### src/rtl/seq_trigger_pkg.sv
package seq_trigger_pkg;
  typedef enum logic [1:0] {
    KIND_MASK   = 2'd0,
    KIND_VALUE  = 2'd1,
    KIND_CONFIG = 2'd2,
    KIND_EDGE   = 2'd3
  } cfg_kind_e;

  // config word layout (level field sits in byte 2, start flag in byte 3)
  localparam int CFG_LVL_LSB   = 16;
  localparam int CFG_START_BIT = 27;
endpackage

### src/rtl/seq_trigger_stage.sv
module seq_trigger_stage
  import seq_trigger_pkg::*;
#(
  parameter int CH_W  = 32,
  parameter int LVL_W = 2
) (
  input  logic             clk,
  input  logic             rst_n,
  input  logic             wr_en,
  input  logic [1:0]       wr_kind,
  input  logic [CH_W-1:0]  wr_data,
  input  logic [CH_W-1:0]  cur_smp,
  input  logic [CH_W-1:0]  prev_smp,
  output logic             hit,
  output logic [LVL_W-1:0] lvl,
  output logic             is_start
);
  logic [CH_W-1:0]  mask_q, val_q, edge_q;
  logic [LVL_W-1:0] lvl_q;
  logic             start_q;
  cfg_kind_e        kind;

  // per-channel acceptance: level match, plus a transition when edge-selected
  function automatic logic stage_match(input logic [CH_W-1:0] m, input logic [CH_W-1:0] v,
                                       input logic [CH_W-1:0] e, input logic [CH_W-1:0] c,
                                       input logic [CH_W-1:0] p);
    logic [CH_W-1:0] ok;
    ok = ~(c ^ v) & (~e | (p ^ v));
    return &(ok | ~m);
  endfunction

  assign kind = cfg_kind_e'(wr_kind);

  always_ff @(posedge clk or negedge rst_n) begin
    if (!rst_n) begin
      mask_q  <= '0;
      val_q   <= '0;
      edge_q  <= '0;
      lvl_q   <= '0;
      start_q <= 1'b0;
    end else if (wr_en) begin
      case (kind)
        KIND_MASK:   mask_q <= wr_data;
        KIND_VALUE:  val_q  <= wr_data;
        KIND_EDGE:   edge_q <= wr_data;
        KIND_CONFIG: begin
          lvl_q   <= wr_data[CFG_LVL_LSB +: LVL_W];
          start_q <= wr_data[CFG_START_BIT];
        end
        default: ;
      endcase
    end
  end

  assign hit      = stage_match(mask_q, val_q, edge_q, cur_smp, prev_smp);
  assign lvl      = lvl_q;
  assign is_start = start_q;

  AST_MASK_LOAD: assert property (@(posedge clk) disable iff (!rst_n)
    (wr_en && wr_kind == 2'd0) |=> mask_q == $past(wr_data));
  AST_CFG_LOAD: assert property (@(posedge clk) disable iff (!rst_n)
    (wr_en && wr_kind == 2'd2) |=> start_q == $past(wr_data[CFG_START_BIT]));
  AST_CFG_HOLD: assert property (@(posedge clk) disable iff (!rst_n)
    !wr_en |=> $stable(lvl_q) && $stable(start_q));
endmodule

### src/rtl/seq_trigger_ctrl.sv
module seq_trigger_ctrl #(
  parameter int N_STG = 4,
  parameter int LVL_W = 2
) (
  input  logic                        clk,
  input  logic                        rst_n,
  input  logic                        run,
  input  logic                        smp_valid,
  input  logic [N_STG-1:0]            hit,
  input  logic [N_STG-1:0]            is_start,
  input  logic [N_STG-1:0][LVL_W-1:0] lvl,
  output logic                        trig,
  output logic                        armed
);
  localparam logic [LVL_W-1:0] LVL_TOP = '1;

  logic [LVL_W-1:0] level_q;
  logic             armed_q, trig_q;
  logic [N_STG-1:0] go_fire, go_adv;
  logic             take, fire, advance;

  for (genvar i = 0; i < N_STG; i++) begin : g_elig
    assign go_fire[i] = hit[i] && (lvl[i] == level_q) &&  is_start[i];
    assign go_adv[i]  = hit[i] && (lvl[i] == level_q) && !is_start[i];
  end

  assign take    = armed_q && smp_valid && !run;
  assign fire    = take && (|go_fire);
  assign advance = take && !fire && (|go_adv);

  always_ff @(posedge clk or negedge rst_n) begin
    if (!rst_n) begin
      level_q <= '0;
      armed_q <= 1'b0;
      trig_q  <= 1'b0;
    end else begin
      trig_q <= fire;
      if (run) begin
        level_q <= '0;
        armed_q <= 1'b1;
      end else begin
        if (fire) armed_q <= 1'b0;
        if (advance && level_q != LVL_TOP) level_q <= level_q + 1'b1;
      end
    end
  end

  assign trig  = trig_q;
  assign armed = armed_q;

  AST_TRIG_SINGLE: assert property (@(posedge clk) disable iff (!rst_n)
    trig_q |=> !trig_q);
  AST_TRIG_DISARMS: assert property (@(posedge clk) disable iff (!rst_n)
    trig_q |-> !armed_q);
  AST_RUN_REARMS: assert property (@(posedge clk) disable iff (!rst_n)
    run |=> (level_q == '0) && armed_q && !trig_q);
  AST_IDLE_HOLD: assert property (@(posedge clk) disable iff (!rst_n)
    (!run && !smp_valid) |=> $stable(level_q) && !trig_q);
  AST_LEVEL_STEP: assert property (@(posedge clk) disable iff (!rst_n)
    !run |=> (level_q == $past(level_q)) || (level_q == $past(level_q) + 1'b1));
  AST_FIRE_NO_ADV: assert property (@(posedge clk) disable iff (!rst_n)
    (fire && !run) |=> $stable(level_q));
  AST_DISARMED_QUIET: assert property (@(posedge clk) disable iff (!rst_n)
    (!armed_q && !run) |=> !trig_q);
endmodule

### src/rtl/seq_trigger.sv
module seq_trigger #(
  parameter int CH_W  = 32,
  parameter int N_STG = 4
) (
  input  logic                     clk,
  input  logic                     rst_n,
  input  logic                     cfg_we,
  input  logic [$clog2(N_STG)-1:0] cfg_sel,
  input  logic [1:0]               cfg_kind,
  input  logic [CH_W-1:0]          cfg_wdata,
  input  logic                     run,
  input  logic                     smp_valid,
  input  logic [CH_W-1:0]          smp_data,
  output logic                     trig
);
  localparam int SEL_W = $clog2(N_STG);
  localparam int LVL_W = SEL_W;

  logic [CH_W-1:0]              prev_q;
  logic [N_STG-1:0]             hit, is_start;
  logic [N_STG-1:0][LVL_W-1:0]  lvl;
  logic                         armed;

  always_ff @(posedge clk or negedge rst_n) begin
    if (!rst_n)         prev_q <= '0;
    else if (run)       prev_q <= '0;
    else if (smp_valid) prev_q <= smp_data;
  end

  for (genvar s = 0; s < N_STG; s++) begin : g_stage
    seq_trigger_stage #(.CH_W(CH_W), .LVL_W(LVL_W)) u_stage (
      .clk      (clk),
      .rst_n    (rst_n),
      .wr_en    (cfg_we && (cfg_sel == SEL_W'(s))),
      .wr_kind  (cfg_kind),
      .wr_data  (cfg_wdata),
      .cur_smp  (smp_data),
      .prev_smp (prev_q),
      .hit      (hit[s]),
      .lvl      (lvl[s]),
      .is_start (is_start[s])
    );
  end

  seq_trigger_ctrl #(.N_STG(N_STG), .LVL_W(LVL_W)) u_ctrl (
    .clk       (clk),
    .rst_n     (rst_n),
    .run       (run),
    .smp_valid (smp_valid),
    .hit       (hit),
    .is_start  (is_start),
    .lvl       (lvl),
    .trig      (trig),
    .armed     (armed)
  );

  AST_PREV_CLEARED: assert property (@(posedge clk) disable iff (!rst_n)
    run |=> prev_q == '0);
  AST_PREV_HELD: assert property (@(posedge clk) disable iff (!rst_n)
    (!run && !smp_valid) |=> $stable(prev_q));
endmodule

### config.mk
export PLATFORM = sky130hd
export DESIGN_NAME = seq_trigger
export DESIGN_NICKNAME = d
export VERILOG_FILES = /design/src/rtl/seq_trigger_pkg.sv /design/src/rtl/seq_trigger_stage.sv /design/src/rtl/seq_trigger_ctrl.sv /design/src/rtl/seq_trigger.sv
export SDC_FILE = /design/constraint.sdc
export NUM_CORES = 1
export LEC_CHECK = 0
export ABC_AREA = 1
export CAP_MARGIN = 20
export CORE_MARGIN = 4
export CORE_UTILIZATION = 35
export CTS_CLUSTER_DIAMETER = 120
export CTS_CLUSTER_SIZE = 28
export DETAILED_ROUTE_END_ITERATION = 10
export DONT_BUFFER_PORTS = 1
export SETUP_SLACK_MARGIN = 0.2
export SYNTH_ARGS = -nofsm -noshare
export SYNTH_HDL_FRONTEND = slang
export SYNTH_HIERARCHICAL = 1
export SYNTH_SLANG_ARGS = --single-unit
### constraint.sdc
create_clock -name clk -period 1.94 [get_ports clk]
set_input_delay 0.485 -clock clk [delete_from_list [all_inputs] [get_ports clk]]
set_output_delay 0.485 -clock clk [all_outputs]
set_load 0.02 [all_outputs]
==> flow_summary.json <==
{
  "status": "finished with violations",
  "violations": "negative hold slack, negative setup slack",
  "antennaDiodeCount": 0,
  "timing.rr.start": "prev_q[25]$_DFFE_PN0P_",
  "clock_path_buffers": 3,
  "wl_met2_um": 26900,
  "io_buffers": 0,
  "vdd_drop_max_mv": 0.544,
  "maxSlewViolCount": 0,
  "antenna_found_initial": 0,
  "p_switching_mw": 6.54,
  "post-route-min-period_ps": 2170,
  "syn_area_sq_mm": 0.0203,
  "hp-class": "in -> async",
  "vias": 16900,
  "syn_avg_cell_area_sq_um": 7.74,
  "firstDrtPassIters": 5,
  "grtUsageTotal": 0.184,
  "critical_path.cell_chain": "buf_6, o21ai_2, nand3_2, nand2_2, inv_2, nand2_2, nor2_4, nand2_1, nor2_2, nand2_1, nor2_2, nand3_1, nand2_1, inv_1, nand2_2, nand3_4, nand3_2, nand2_1",
  "die_y_um": 249,
  "cts_tree": "built",
  "critPathLaunchType": "flop",
  "cp_top_family": "simple AND/OR/NAND/NOR gates",
  "drt_wl_total_um": 58700,
  "path_class": "reg -> reg",
  "arrival_ps": 2620,
  "critPathMaxStageDelay_ps": 470,
  "fin_ws_ps": -234,
  "area_growth_pct": 9.15,
  "p_sw_frac": 0.314,
  "leakagePower_nw": 10.6,
  "core_area_sq_mm": 0.0576,
  "fin_util": 0.385,
  "drt_iter0_drc": 1607,
  "layout-drive-gt1-share": 0.0726,
  "p_int_mw": 14.3,
  "pwr-share-clk": 0.227,
  "drc": 0,
  "p_comb_frac": 0.196,
  "fin_skew_ps": 10.6,
  "maxSlewHeadroom": 0.280,
  "grt_overflow": 0,
  "htree_num_levels": 1,
  "cts.clk_slew.worst_paths_ps": 110,
  "synthAdderAreaFrac": 0.000616,
  "fmax_mhz": 460,
  "syn-num-nets": 2696,
  "start_util": 0.352,
  "critPathMaxFanout": 6,
  "yosys.area_share.simple": 0.277,
  "powerDensity_mw_per_mm2": 942,
  "fp.dieArea_sq_mm": 0.0619,
  "min_period_over_period": 1.12,
  "setup_violations": 4,
  "nets": 2677,
  "clkLatencyLatePin_ps": 540,
  "ys_warn_count": 6,
  "worstMarginPinSlew_ps": 1080,
  "final_hold_viol_count": 432,
  "clk_root_buffer_cell": "clkbuf_16",
  "synth-seq-area-share": 0.533,
  "wl_per_cell_um": 17.4,
  "ys_seq_elements": 432,
  "io_pins": 74,
  "die_x_um": 249,
  "wl_met1_um": 26700,
  "max_cap_viol_count": 0,
  "grt_first_pass_wirelength_um": 91300,
  "rsz0062_at_grt": "true",
  "cts_made_buffers": 19,
  "hpwl_um": 36700,
  "cts.sinks": 432,
  "critPathLaunch": "prev_q[25]$_DFFE_PN0P_",
  "place_congestion": 0.843,
  "timing.hold.ws_ps": -341,
  "power_frac_seq": 0.577,
  "yosysUniqueCellTypes": 18,
  "syn_inst": 2622,
  "cp-end-kind": "flop",
  "wl_met3_um": 3950,
  "synth_compound_area_frac": 0.107,
  "grt_max_degree": 433,
  "fp-row-count": 88,
  "synth_mux_area_frac": 0,
  "crit_top_cell": "nand2_1",
  "grt_pass1_vias": 15900,
  "synth-xor-area-share": 0.00173,
  "ant_nets": 0,
  "worstPathRequired_ps": 2390,
  "slowest_stage": "dfrtp_2",
  "via_per_inst": 5.01,
  "crit_buf_inv": 3,
  "highest_layer": "met4",
  "synth_top_family_by_area": "simple AND/OR/NAND/NOR gates"
}
-- power groups by stage --
stage	registers, mW	clock network, mW	logic [mW]
after floorplan	11.8	0	2.83
after global placement	12.1	0	3.68
after detailed placement	12.2	0	3.82
after CTS	12.0	4.92	3.98
after global routing	12.3	5.22	4.73
final	12.0	4.74	4.08
-- final timing paths --
check	end	slack, ps	cells past startpoint
setup / recovery	u_ctrl/level_q[1]$_DFFE_PN0P_	-230	18
hold / removal	g_stage[0].u_stage/mask_q[6]$_DFFE_PN0P_	-340	0
setup reg to reg	u_ctrl/level_q[1]$_DFFE_PN0P_	-230	18
hold reg to reg	g_stage[0].u_stage/mask_q[18]$_DFFE_PN0P_	500	2
max in group asynchronous	prev_q[15]$_DFFE_PN0P_	1360	0
min in group clk	prev_q[19]$_DFFE_PN0P_	50	2
-- flip-flops by register name, summed over array words and instances (netlist names) --
signal,flops
g_stage.u_stage/edge_q,128
g_stage.u_stage/is_start,4
g_stage.u_stage/lvl,8
g_stage.u_stage/mask_q,128
g_stage.u_stage/val_q,128
prev_q,32
u_ctrl/armed,1
u_ctrl/level_q,2
u_ctrl/trig,1
-- cell usage after synthesis --
cell,n,area share
nand2_1,858,0.16
dfrtp_1,432,0.53
o21ai_0,432,0.11
inv_1,313,0.058
nand3_1,298,0.073
nor2_1,165,0.031
buf_2,37,0.0091
clkbuf_2,36,0.0089
nand3_2,18,0.0089
nand4_1,13,0.0040
buf_6,8,0.0044
xnor2_1,4,0.0017
buf_4,2,0.00074
inv_2,2,0.00037
ha_1,1,0.00062
nand2_2,1,0.00031
nor2_2,1,0.00031
nor2_8,1,0.00099
-- cells by family after synthesis --
kind of cell | after synthesis
AOI/OAI and AO/OA | 432
xor gates and xnor gates | 4
adders and majority gates | 1
buffers and inverters | 398
DFF | 432
and+or+nand+nor | 1355
-- cells in the final DEF (no fill, tap or decap), drive strengths merged --
| cell | synthesis | final |
|---|---|---|
| clkbuf | 36 | 20 |
| nand3 | 316 | 316 |
| nor2 | 167 | 167 |
| bufinv | 0 | 1 |
| buf | 47 | 42 |
| inv | 315 | 315 |
| nand4 | 13 | 13 |
| ha | 1 | 1 |
| nand2 | 859 | 859 |
| xnor2 | 4 | 4 |
| clkinv | 0 | 1 |
| o21ai | 432 | 432 |
| dfrtp | 432 | 432 |
-- stage by stage --
stage	instances	TNS, ps	total power [mW]	setup WS (ps)	cell area, sq um
after floorplan	2622	0	14.7	220	20300
after global placement	3323	-1430	15.8	-411	21100
after detailed placement	3323	-1490	16.0	-425	21100
after CTS	3356	-450	20.9	-170	21900
after global routing	3368	-1230	22.2	-367	22200
final	3368	-679	20.9	-234	22200
-- worst register-to-register path, cell delays in order, from the launching register on --
cell	delay, ps
dfrtp_2	470
buf_6	150
o21ai_2	70
nand3_2	110
nand2_2	100
inv_2	80
nand2_2	60
nor2_4	150
nand2_1	80
nor2_2	120
nand2_1	70
nor2_2	100
nand3_1	90
nand2_1	70
inv_1	50
nand2_2	90
nand3_4	90
nand3_2	70
nand2_1	50
-- area by class of cell --
| class | count | area, sq um |
|---|---|---|
| well taps | 765 | 957 |
| inverters | 315 | 1190 |
| repair buffers | 43 | 538 |
| clock inverters | 2 | 46.3 |
| flip-flops and latches | 432 | 10800 |
| clock buffers | 19 | 475 |
| fillers | 5873 | 35400 |
| multi-input cells | 1792 | 8110 |
-- timing repair --
action	in CTS	in global routing
resized for setup	81	53
hold endpoints to repair	432	432
setup endpoints to repair	4	4
buffers inserted	12	12
pin swaps	32	29
-- per-layer routing --
metal  up-vias  global-route usage
met5         -                   0
met4         0              0.0341
met3        60              0.0314
met2       472               0.300
met1      8089               0.262
li1       8257                   -
Note: power is estimated with default switching activity, not from simulation.
